### config.mk
export PLATFORM = sky130hd
export DESIGN_NAME = offhook_sequencer
export DESIGN_NICKNAME = d
export VERILOG_FILES = /design/src/rtl/ohs_pkg.sv /design/src/rtl/ohs_tick_gen.sv /design/src/rtl/ohs_phase_timer.sv /design/src/rtl/offhook_sequencer.sv
export SDC_FILE = /design/constraint.sdc
export NUM_CORES = 1
export LEC_CHECK = 0
export BUFFER_PORTS_ARGS = -buffer_cell sky130_fd_sc_hd__buf_2
export CELL_PAD_IN_SITES_DETAIL_PLACEMENT = 1
export CELL_PAD_IN_SITES_GLOBAL_PLACEMENT = 2
export CORE_ASPECT_RATIO = 1.4
export CORE_MARGIN = 2
export CORE_UTILIZATION = 40
export DETAILED_ROUTE_END_ITERATION = 8
export HOLD_SLACK_MARGIN = 0.08
export PLACE_DENSITY = 0.84
export SYNTH_ARGS = -nofsm -noshare
export SYNTH_HDL_FRONTEND = slang
export SYNTH_SLANG_ARGS = --single-unit
### constraint.sdc
create_clock -name clk -period 6.4 [get_ports clk]
set_input_delay 0.32 -clock clk [delete_from_list [all_inputs] [get_ports clk]]
set_output_delay 0.32 -clock clk [all_outputs]
set_load 0.05 [all_outputs]
### src/rtl/ohs_pkg.sv
package ohs_pkg;
  localparam int TICK_W = 12;

  typedef enum logic [2:0] {
    PH_IDLE   = 3'd0,
    PH_LAT    = 3'd1,
    PH_SETTLE = 3'd2,
    PH_RCAL   = 3'd3,
    PH_ACAL   = 3'd4,
    PH_READY  = 3'd5
  } phase_e;

  // settling length in 250 us ticks; code 00 is the default 128 ms
  function automatic logic [TICK_W-1:0] settle_ticks(input logic [1:0] sel);
    case (sel)
      2'b00:   settle_ticks = TICK_W'(512);
      2'b01:   settle_ticks = TICK_W'(256);
      2'b10:   settle_ticks = TICK_W'(2048);
      default: settle_ticks = TICK_W'(32);
    endcase
  endfunction

  // phase that follows the one just finished, honouring the skip bits
  function automatic phase_e after_phase(input phase_e cur, input logic skip_r,
                                         input logic skip_a);
    case (cur)
      PH_LAT:    after_phase = PH_SETTLE;
      PH_SETTLE: after_phase = skip_r ? (skip_a ? PH_READY : PH_ACAL) : PH_RCAL;
      PH_RCAL:   after_phase = skip_a ? PH_READY : PH_ACAL;
      PH_ACAL:   after_phase = PH_READY;
      default:   after_phase = cur;
    endcase
  endfunction
endpackage

### src/rtl/ohs_tick_gen.sv
module ohs_tick_gen #(
  parameter int DIV = 31250
) (
  input  logic clk,
  input  logic rst_n,
  input  logic restart,
  output logic tick
);
  localparam int CW = (DIV > 1) ? $clog2(DIV) : 1;
  localparam logic [CW-1:0] LAST = CW'(DIV - 1);

  logic [CW-1:0] cnt;

  assign tick = (cnt == LAST);

  always_ff @(posedge clk or negedge rst_n) begin
    if (!rst_n)            cnt <= '0;
    else if (restart || tick) cnt <= '0;
    else                   cnt <= cnt + 1'b1;
  end

  AST_PRESC_BOUND: assert property (@(posedge clk) disable iff (!rst_n)
    cnt <= LAST);
endmodule

### src/rtl/ohs_phase_timer.sv
module ohs_phase_timer #(
  parameter int TW = 12
) (
  input  logic          clk,
  input  logic          rst_n,
  input  logic          restart,
  input  logic          tick,
  input  logic [TW-1:0] target,
  output logic          done
);
  logic [TW-1:0] cnt;

  assign done = tick && (cnt == target - 1'b1);

  always_ff @(posedge clk or negedge rst_n) begin
    if (!rst_n)       cnt <= '0;
    else if (restart) cnt <= '0;
    else if (tick)    cnt <= cnt + 1'b1;
  end

  AST_TIMER_BOUND: assert property (@(posedge clk) disable iff (!rst_n)
    !restart |-> cnt < target);
endmodule

### src/rtl/offhook_sequencer.sv
module offhook_sequencer
  import ohs_pkg::*;
#(
  parameter int TICK_DIV   = 31250,
  parameter int LAT_TICKS  = 1,
  parameter int RCAL_TICKS = 68,
  parameter int ACAL_TICKS = 1024
) (
  input  logic       clk,
  input  logic       rst_n,
  input  logic       offhook_req,
  input  logic [1:0] settle_sel,
  input  logic       rcal_off,
  input  logic       acal_off,
  output logic       line_seize,
  output logic       rcal_busy,
  output logic       acal_busy,
  output logic       link_ready,
  output logic [2:0] phase
);
  phase_e state, nxt;
  logic [1:0] cfg_sel;
  logic       cfg_rskip, cfg_askip;
  logic       tick, phase_done, restart;
  logic [TICK_W-1:0] target;

  // configuration is latched while idle, frozen once a sequence runs
  always_ff @(posedge clk or negedge rst_n) begin
    if (!rst_n) begin
      cfg_sel   <= 2'b00;
      cfg_rskip <= 1'b0;
      cfg_askip <= 1'b0;
    end else if (state == PH_IDLE) begin
      cfg_sel   <= settle_sel;
      cfg_rskip <= rcal_off;
      cfg_askip <= acal_off;
    end
  end

  always_comb begin
    case (state)
      PH_LAT:    target = TICK_W'(LAT_TICKS);
      PH_SETTLE: target = settle_ticks(cfg_sel);
      PH_RCAL:   target = TICK_W'(RCAL_TICKS);
      PH_ACAL:   target = TICK_W'(ACAL_TICKS);
      default:   target = TICK_W'(1);
    endcase
  end

  always_comb begin
    nxt = state;
    if (!offhook_req)            nxt = PH_IDLE;
    else if (state == PH_IDLE)   nxt = PH_LAT;
    else if (phase_done && state != PH_READY)
      nxt = after_phase(state, cfg_rskip, cfg_askip);
  end

  assign restart = (nxt != state) || (state == PH_IDLE) || (state == PH_READY);

  ohs_tick_gen #(.DIV(TICK_DIV)) u_tick (
    .clk(clk), .rst_n(rst_n), .restart(restart), .tick(tick)
  );

  ohs_phase_timer #(.TW(TICK_W)) u_timer (
    .clk(clk), .rst_n(rst_n), .restart(restart), .tick(tick),
    .target(target), .done(phase_done)
  );

  always_ff @(posedge clk or negedge rst_n) begin
    if (!rst_n) state <= PH_IDLE;
    else        state <= nxt;
  end

  assign phase      = state;
  assign line_seize = (state == PH_SETTLE) || (state == PH_RCAL) ||
                      (state == PH_ACAL)   || (state == PH_READY);
  assign rcal_busy  = (state == PH_RCAL);
  assign acal_busy  = (state == PH_ACAL);
  assign link_ready = (state == PH_READY);

  AST_ABORT_IDLE: assert property (@(posedge clk) disable iff (!rst_n)
    !offhook_req |=> (phase == 3'd0) && !line_seize);
  AST_READY_HOLD: assert property (@(posedge clk) disable iff (!rst_n)
    (link_ready && offhook_req) |=> link_ready);
  AST_SEIZE_AFTER_LAT: assert property (@(posedge clk) disable iff (!rst_n)
    $rose(line_seize) |-> $past(phase) == 3'd1);
  AST_ACAL_ENTRY: assert property (@(posedge clk) disable iff (!rst_n)
    $rose(acal_busy) |-> ($past(phase) == 3'd2 || $past(phase) == 3'd3));
  AST_RCAL_SKIPPED: assert property (@(posedge clk) disable iff (!rst_n)
    (cfg_rskip && state != PH_IDLE) |-> !rcal_busy);
endmodule

# Yosys cells after proc, flatten, opt, wreduce, memory -nomap -nowiden
# Index checks and enable logic that the tools add are counted.
[classes] reduce_logical=11 add_sub_neg=3 n_eq_ne=11 mux=11
[ops] cell="12-bit one-hot mux with 3 select lines" count=2
[ops] cell="12-bit 2-to-1 mux" count=2
[ops] cell="15-bit by 1-bit adder with 15-bit output, second input constant" count=1
[ops] cell="15-bit equality test, second input constant" count=1
[ops] cell="15-bit 2-to-1 mux" count=1
[ops] cell="12-bit by 1-bit adder with 12-bit output, second input constant" count=1
[ops] cell="12-bit equality test" count=1
[ops] cell="3-bit 2-to-1 mux" count=4
[ops] cell="3-bit one-hot mux with 4 select lines" count=1
[ops] cell="12-bit by 1-bit subtractor with 12-bit output, second input constant" count=1
[ops] cell="3-bit by 2-bit equality test with 1-bit output, second input constant" count=2
[ops] cell="3-bit equality test, second input constant" count=2
[ops] cell="1-bit logical OR" count=6
[ops] cell="3-bit by 1-bit equality test with 1-bit output, second input constant" count=1
[ops] cell="3-bit zero test" count=1
[ops] cell="3-bit inequality test" count=1
[ops] cell="3-bit inequality test, second input constant" count=1
[ops] cell="2-bit by 1-bit equality test with 1-bit output, second input constant" count=1
[ops] cell="2-bit equality test, second input constant" count=1
[ops] cell="1-bit logical AND" count=2
[ops] cell="2-bit zero test" count=1
[ops] cell="2-bit nonzero test" count=1
[ops] cell="1-bit 2-to-1 mux" count=1
[word_totals] elab_cells=42 regBits=34 out_inout_bits=7

# Logic depth before layout (Yosys ltp)
[logic_depth] ltp_word=15 ltp_mapped=9

# Hierarchy
# A second synthesis with hierarchy kept.
[unflattened] cells_unflattened=233 area_unflattened_um2=2238.4
[by_module_without_submodules] mod="ohs_phase_timer" area_each_um2=920.9 n_inst=1 cells_per_inst=101 seq_area_each_um2=300.3
[by_module_without_submodules] mod="ohs_tick_gen" area_each_um2=799.5 n_inst=1 cells_per_inst=76 seq_area_each_um2=375.4
[by_module_without_submodules] mod="offhook_sequencer" area_each_um2=518.0 n_inst=1 cells_per_inst=56 seq_area_each_um2=175.2

# Worst setup path after synthesis
# No wires, ideal clock.
[synth_timing] path_kind="register to register" from="register state[1] (netlist: phase[1])" to="register state[0] (netlist: phase[0])" t_required_ps=6276 n_path_buf=0 path_stages_with_launch=7 arrival_time_ps=2493 slack_ps=3783 path_cell_list="dfrtp_1 nand2b_1 nor2_1 a2111oi_0 o31ai_1 nor2_1 o31a_1"
[synth_between] elab_chain_len=9
[synth_rtl] element="from (decl)" line="offhook_sequencer.sv:21" rtl="phase_e state, nxt;"
[synth_rtl] element="from (signal assigned)" line="offhook_sequencer.sv:71" rtl="else state <= nxt;"
[synth_rtl] element="3-bit equality test (*)"
[synth_rtl] element="net acal_busy" line="offhook_sequencer.sv:17" rtl="output logic acal_busy,"
[synth_rtl] element="12-bit one-hot mux with 3 select lines" line="offhook_sequencer.sv:41" rtl="case (state)"
[synth_rtl] element="12-bit by 1-bit subtractor with 12-bit output" line="ohs_phase_timer.sv:13" rtl="assign done = tick && (cnt == target - 1'b1);"
[synth_rtl] element="12-bit equality test" line="ohs_phase_timer.sv:13"
[synth_rtl] element="1-bit logical AND" line="ohs_phase_timer.sv:13"
[synth_rtl] element="1-bit logical AND" line="offhook_sequencer.sv:54" rtl="else if (phase_done && state != PH_READY)"
[synth_rtl] element="3-bit 2-to-1 mux (*)" line="offhook_sequencer.sv:54"
[synth_rtl] element="3-bit 2-to-1 mux (*)" line="offhook_sequencer.sv:53" rtl="else if (state == PH_IDLE) nxt = PH_LAT;"
[synth_rtl] element="3-bit 2-to-1 mux (*)" line="offhook_sequencer.sv:52" rtl="if (!offhook_req) nxt = PH_IDLE;"
[synth_rtl] element="net nxt[0]" line="offhook_sequencer.sv:21"
# The timed path passes the listed nets; every way through them passes the cells marked *.
# A chain may end at the register's enable or synchronous reset.

# Worst setup path in the final report
[layout_timing] from="register u_tick.cnt[1]" to="register u_timer.cnt[8]"
[layout_between] elab_chain_len=10
[layout_rtl] element="from (decl)" line="ohs_tick_gen.sv:12" rtl="logic [CW-1:0] cnt;"
[layout_rtl] element="from (signal assigned)" line="ohs_tick_gen.sv:19" rtl="else cnt <= cnt + 1'b1;"
[layout_rtl] element="15-bit equality test (*)" line="ohs_tick_gen.sv:14" rtl="assign tick = (cnt == LAST);"
[layout_rtl] element="1-bit logical AND" line="ohs_phase_timer.sv:13"
[layout_rtl] element="1-bit logical AND" line="offhook_sequencer.sv:54"
[layout_rtl] element="3-bit 2-to-1 mux" line="offhook_sequencer.sv:54"
[layout_rtl] element="3-bit 2-to-1 mux" line="offhook_sequencer.sv:53"
[layout_rtl] element="3-bit 2-to-1 mux" line="offhook_sequencer.sv:52"
[layout_rtl] element="3-bit inequality test" line="offhook_sequencer.sv:58" rtl="assign restart = (nxt != state) || (state == PH_IDLE) || (state == PH_READY);"
[layout_rtl] element="1-bit logical OR (2 in a row)" line="offhook_sequencer.sv:58"
[layout_rtl] element="12-bit 2-to-1 mux or 2-bit nonzero test (tied branches)"
[layout_rtl] element="to (signal assigned)" line="ohs_phase_timer.sv:18" rtl="else if (tick) cnt <= cnt + 1'b1;"
[layout_rtl] element="to (decl)" line="ohs_phase_timer.sv:11" rtl="logic [TW-1:0] cnt;"
# Mark *: on every way between the ends. The rest lies on a longest branch, timed or not.

==> results.toml <==
[clock_network]
ctsHoldBuffers = 0
clockBufferDepth = 2
htree_levels = 2
insertion_delay_ps = 290
postCtsSetupBuffers = 0
cts_root_buf = "clkbuf_8"
tritoncts = "done"
cts_buffers = 5
cts.sinks = 34
cts_resized = 0
clkSlewWorstSetupHoldPaths_ps = 70

[synthesis]
syn_nets = 232
syn_inst = 222
ys_ff_latch = 34
syn_area_um2 = 2023
ys_seq_area_share_pct = 42.05
synth_edf_count = 0
ys_warn_count = 0
synth_cell_types = 49
syn_avg_cell_area_um2 = 9.113
ys.flop_type = "dfrtp_1"
async_flop_share_pct = 100.0

[global_routing]
grt_pass1_wl_mm = 7.866
track_usage_pct = 18.08
overflow = 0
grt_pass1_vias = 1723
grt_max_degree = 35
antenna_found_initial = 0

[detailed_routing]
vias = 1577
wire_per_inst_um = 15.21
drc = 0
antenna_left = 0
dr.pass1.iters = 6
vias_per_cell = 5.274
drt-initial-drc-count = 55
drt-total-wl_mm = 4.547

[final_layout]
multiInputGateArea_um2 = 1096
drive_gt1_share_pct = 13.62
fin_nets = 244
nFillCells = 587
seqCellArea_um2 = 850.8
layout.cells.non_filler = 299
area_growth_pct = 9.957
diodes = 0

[sta]
layout_min_cycle_time_ps = 2688
setup_tns_ps = 0
rsz0062_at_grt = "false"
fin_ws_ps = 3712
clock.fmax_mhz = 372.0
hold_slack_ps = 98.40
worst_pin_slew_ps = 805.3
drv_slew = 0
skew_ps = 5.258
period_share_pct = 42.00
hold_violations = 0
setup_viol = 0
relSlewSlack_pct = 45.95

[die]
ios = 14
die-area_um2 = 5651
dieHeight_um = 88.15
start_util_pct = 41.46
coreArea_um2 = 4880
core.rowCount = 30
die_w_um = 64.11

[power_and_ir_drop]
power_density_nw_per_um2 = 185.7
switchingPower_uw = 100.8
swShare_pct = 24.41
finalPower_uw = 413.1
power.leakage_nw = 0.8998
clkPwrFrac_pct = 40.7
worst_ir_drop_vdd_mv = 0.1059
p_comb_share_pct = 5.3
p_seq_share_pct = 54.0
cell_internal_pwr_uw = 312.2

[worst_hold_path]
hold_path.class = "input port to asynchronous set/reset pin"

[worst_setup_path]
r2r_end = "u_timer.cnt[8]"
critPathMaxFanout = 10
r2r_slack_ps = 3710
critPathRequiredTime_ps = 6560
rr_worst_depth = 8
cp-startpoint = "u_tick.cnt[1]"
reg2reg_from = "u_tick.cnt[1]"
arrival_ps = 2850
critPathCaptureType = "flip-flop"
startpoint_type = "flip-flop"
endpoint = "u_timer.cnt[8]"
critPathKind = "flip-flop to flip-flop"

[flow_run]
cap_viol_max_count = 0

[run_status]
outcome = "finished clean"

[placed_design]
portBuffers = 13
pre_cts_slack_ps = 3706
dp_hpwl_mm = 3.318
placedCellCount = 291
place_congestion = 0.7888
sequential cells by signal, indices dropped and copies added, names as in the netlist:
| signal | cells |
|---|---|
| u_timer.cnt | 12 |
| cfg_rskip | 1 |
| phase | 3 |
| cfg_askip | 1 |
| cfg_sel | 2 |
| u_tick.cnt | 15 |
power by group through the flow:
stage	Clock (mW)	Sequential, mW	Combinational, mW
after detailed placement	0	0.227	0.0226
final	0.168	0.223	0.0218
after floorplan	0	0.226	0.0128
after global placement	0	0.227	0.0226
after CTS	0.176	0.223	0.0227
after global routing	0.186	0.224	0.0248
worst min-delay path by stage:
stage | end | depth (start not counted) | slack (ps) | startpoint
floorplan | cfg_askip | 0 | 20 | rst_n
global route | cfg_askip | 1 | 150 | rst_n
detailed placement | cfg_askip | 1 | 450 | rst_n
CTS | cfg_askip | 1 | 130 | rst_n
global placement | cfg_rskip | 1 | 460 | rst_n
finish | cfg_askip | 1 | 100 | rst_n
cells in the mapped netlist (3+ instances only):
master / n / area, µm²
nand3_1: 10 / 50.05
xnor2_1: 14 / 122.6
dfrtp_1: 34 / 850.8
and2_1: 3 / 18.77
nor2_1: 41 / 153.9
nor2b_1: 3 / 18.77
nand2_1: 18 / 67.56
mux2_2: 4 / 45.04
ha_1: 3 / 37.54
mux2i_1: 3 / 30.03
nand4_1: 3 / 18.77
clkbuf_1: 6 / 22.52
inv_1: 10 / 37.54
or3_1: 3 / 18.77
nor3_1: 6 / 30.03
o21ai_0: 6 / 30.03
xor2_1: 12 / 105.1
a21oi_1: 7 / 35.03
logic make-up after synthesis:
kind of cell             Yosys count  share of synthesized area (%)
buffers and inverters             18                          3.772
AO/OA/AOI/OAI                     25                          8.968
flip-flops                        34                          42.05
adder cells (fa/ha/maj)            3                          1.855
multiplexers                       7                          3.710
XOR/XNOR                          26                          11.26
AND/OR/NAND/NOR                  109                          28.39
area by class of cell:
class,count,area share (%)
clock inverter,2,0.5624
tap,64,3.600
clock buffer,6,3.712
multi-input combinational,170,49.27
timing repair buffer,13,2.925
inverter,10,1.687
sequential,34,38.25
layer usage:
metal  part of all wire [%]  GRT usage, %
met1                     40         19.32
met2                     55         34.56
met3                    2.5         3.599
met4                    1.9         7.157
met5                      0             0
worst max-delay path: stages, from the launching register on:
cell     delay, ps
dfrtp_1        420
inv_1           70
ha_1           120
or4bb_1        470
or4_4          580
nor2_8         130
nand4_2        130
o31ai_4        520
nor2_1         110
layout by cell type (no fill, tap or decap), types with 4 or more instances in the layout:
cell      count
nand2_1      18
nor2_1       41
a21oi_1       7
nand3_1      10
clkbuf_8      6
xnor2_1      14
mux2_2        4
buf_2        13
xor2_1       12
dfrtp_1      34
inv_1        10
o21ai_0       6
nor3_1        6
metrics by stage:
step	util (%)	area, µm²
after floorplan	-	2023
final	45.59	2225
after detailed placement	43.64	2130
after global routing	45.59	2225
after CTS	45.59	2225
after global placement	43.64	2130
Power figures use the tool's default switching activity.
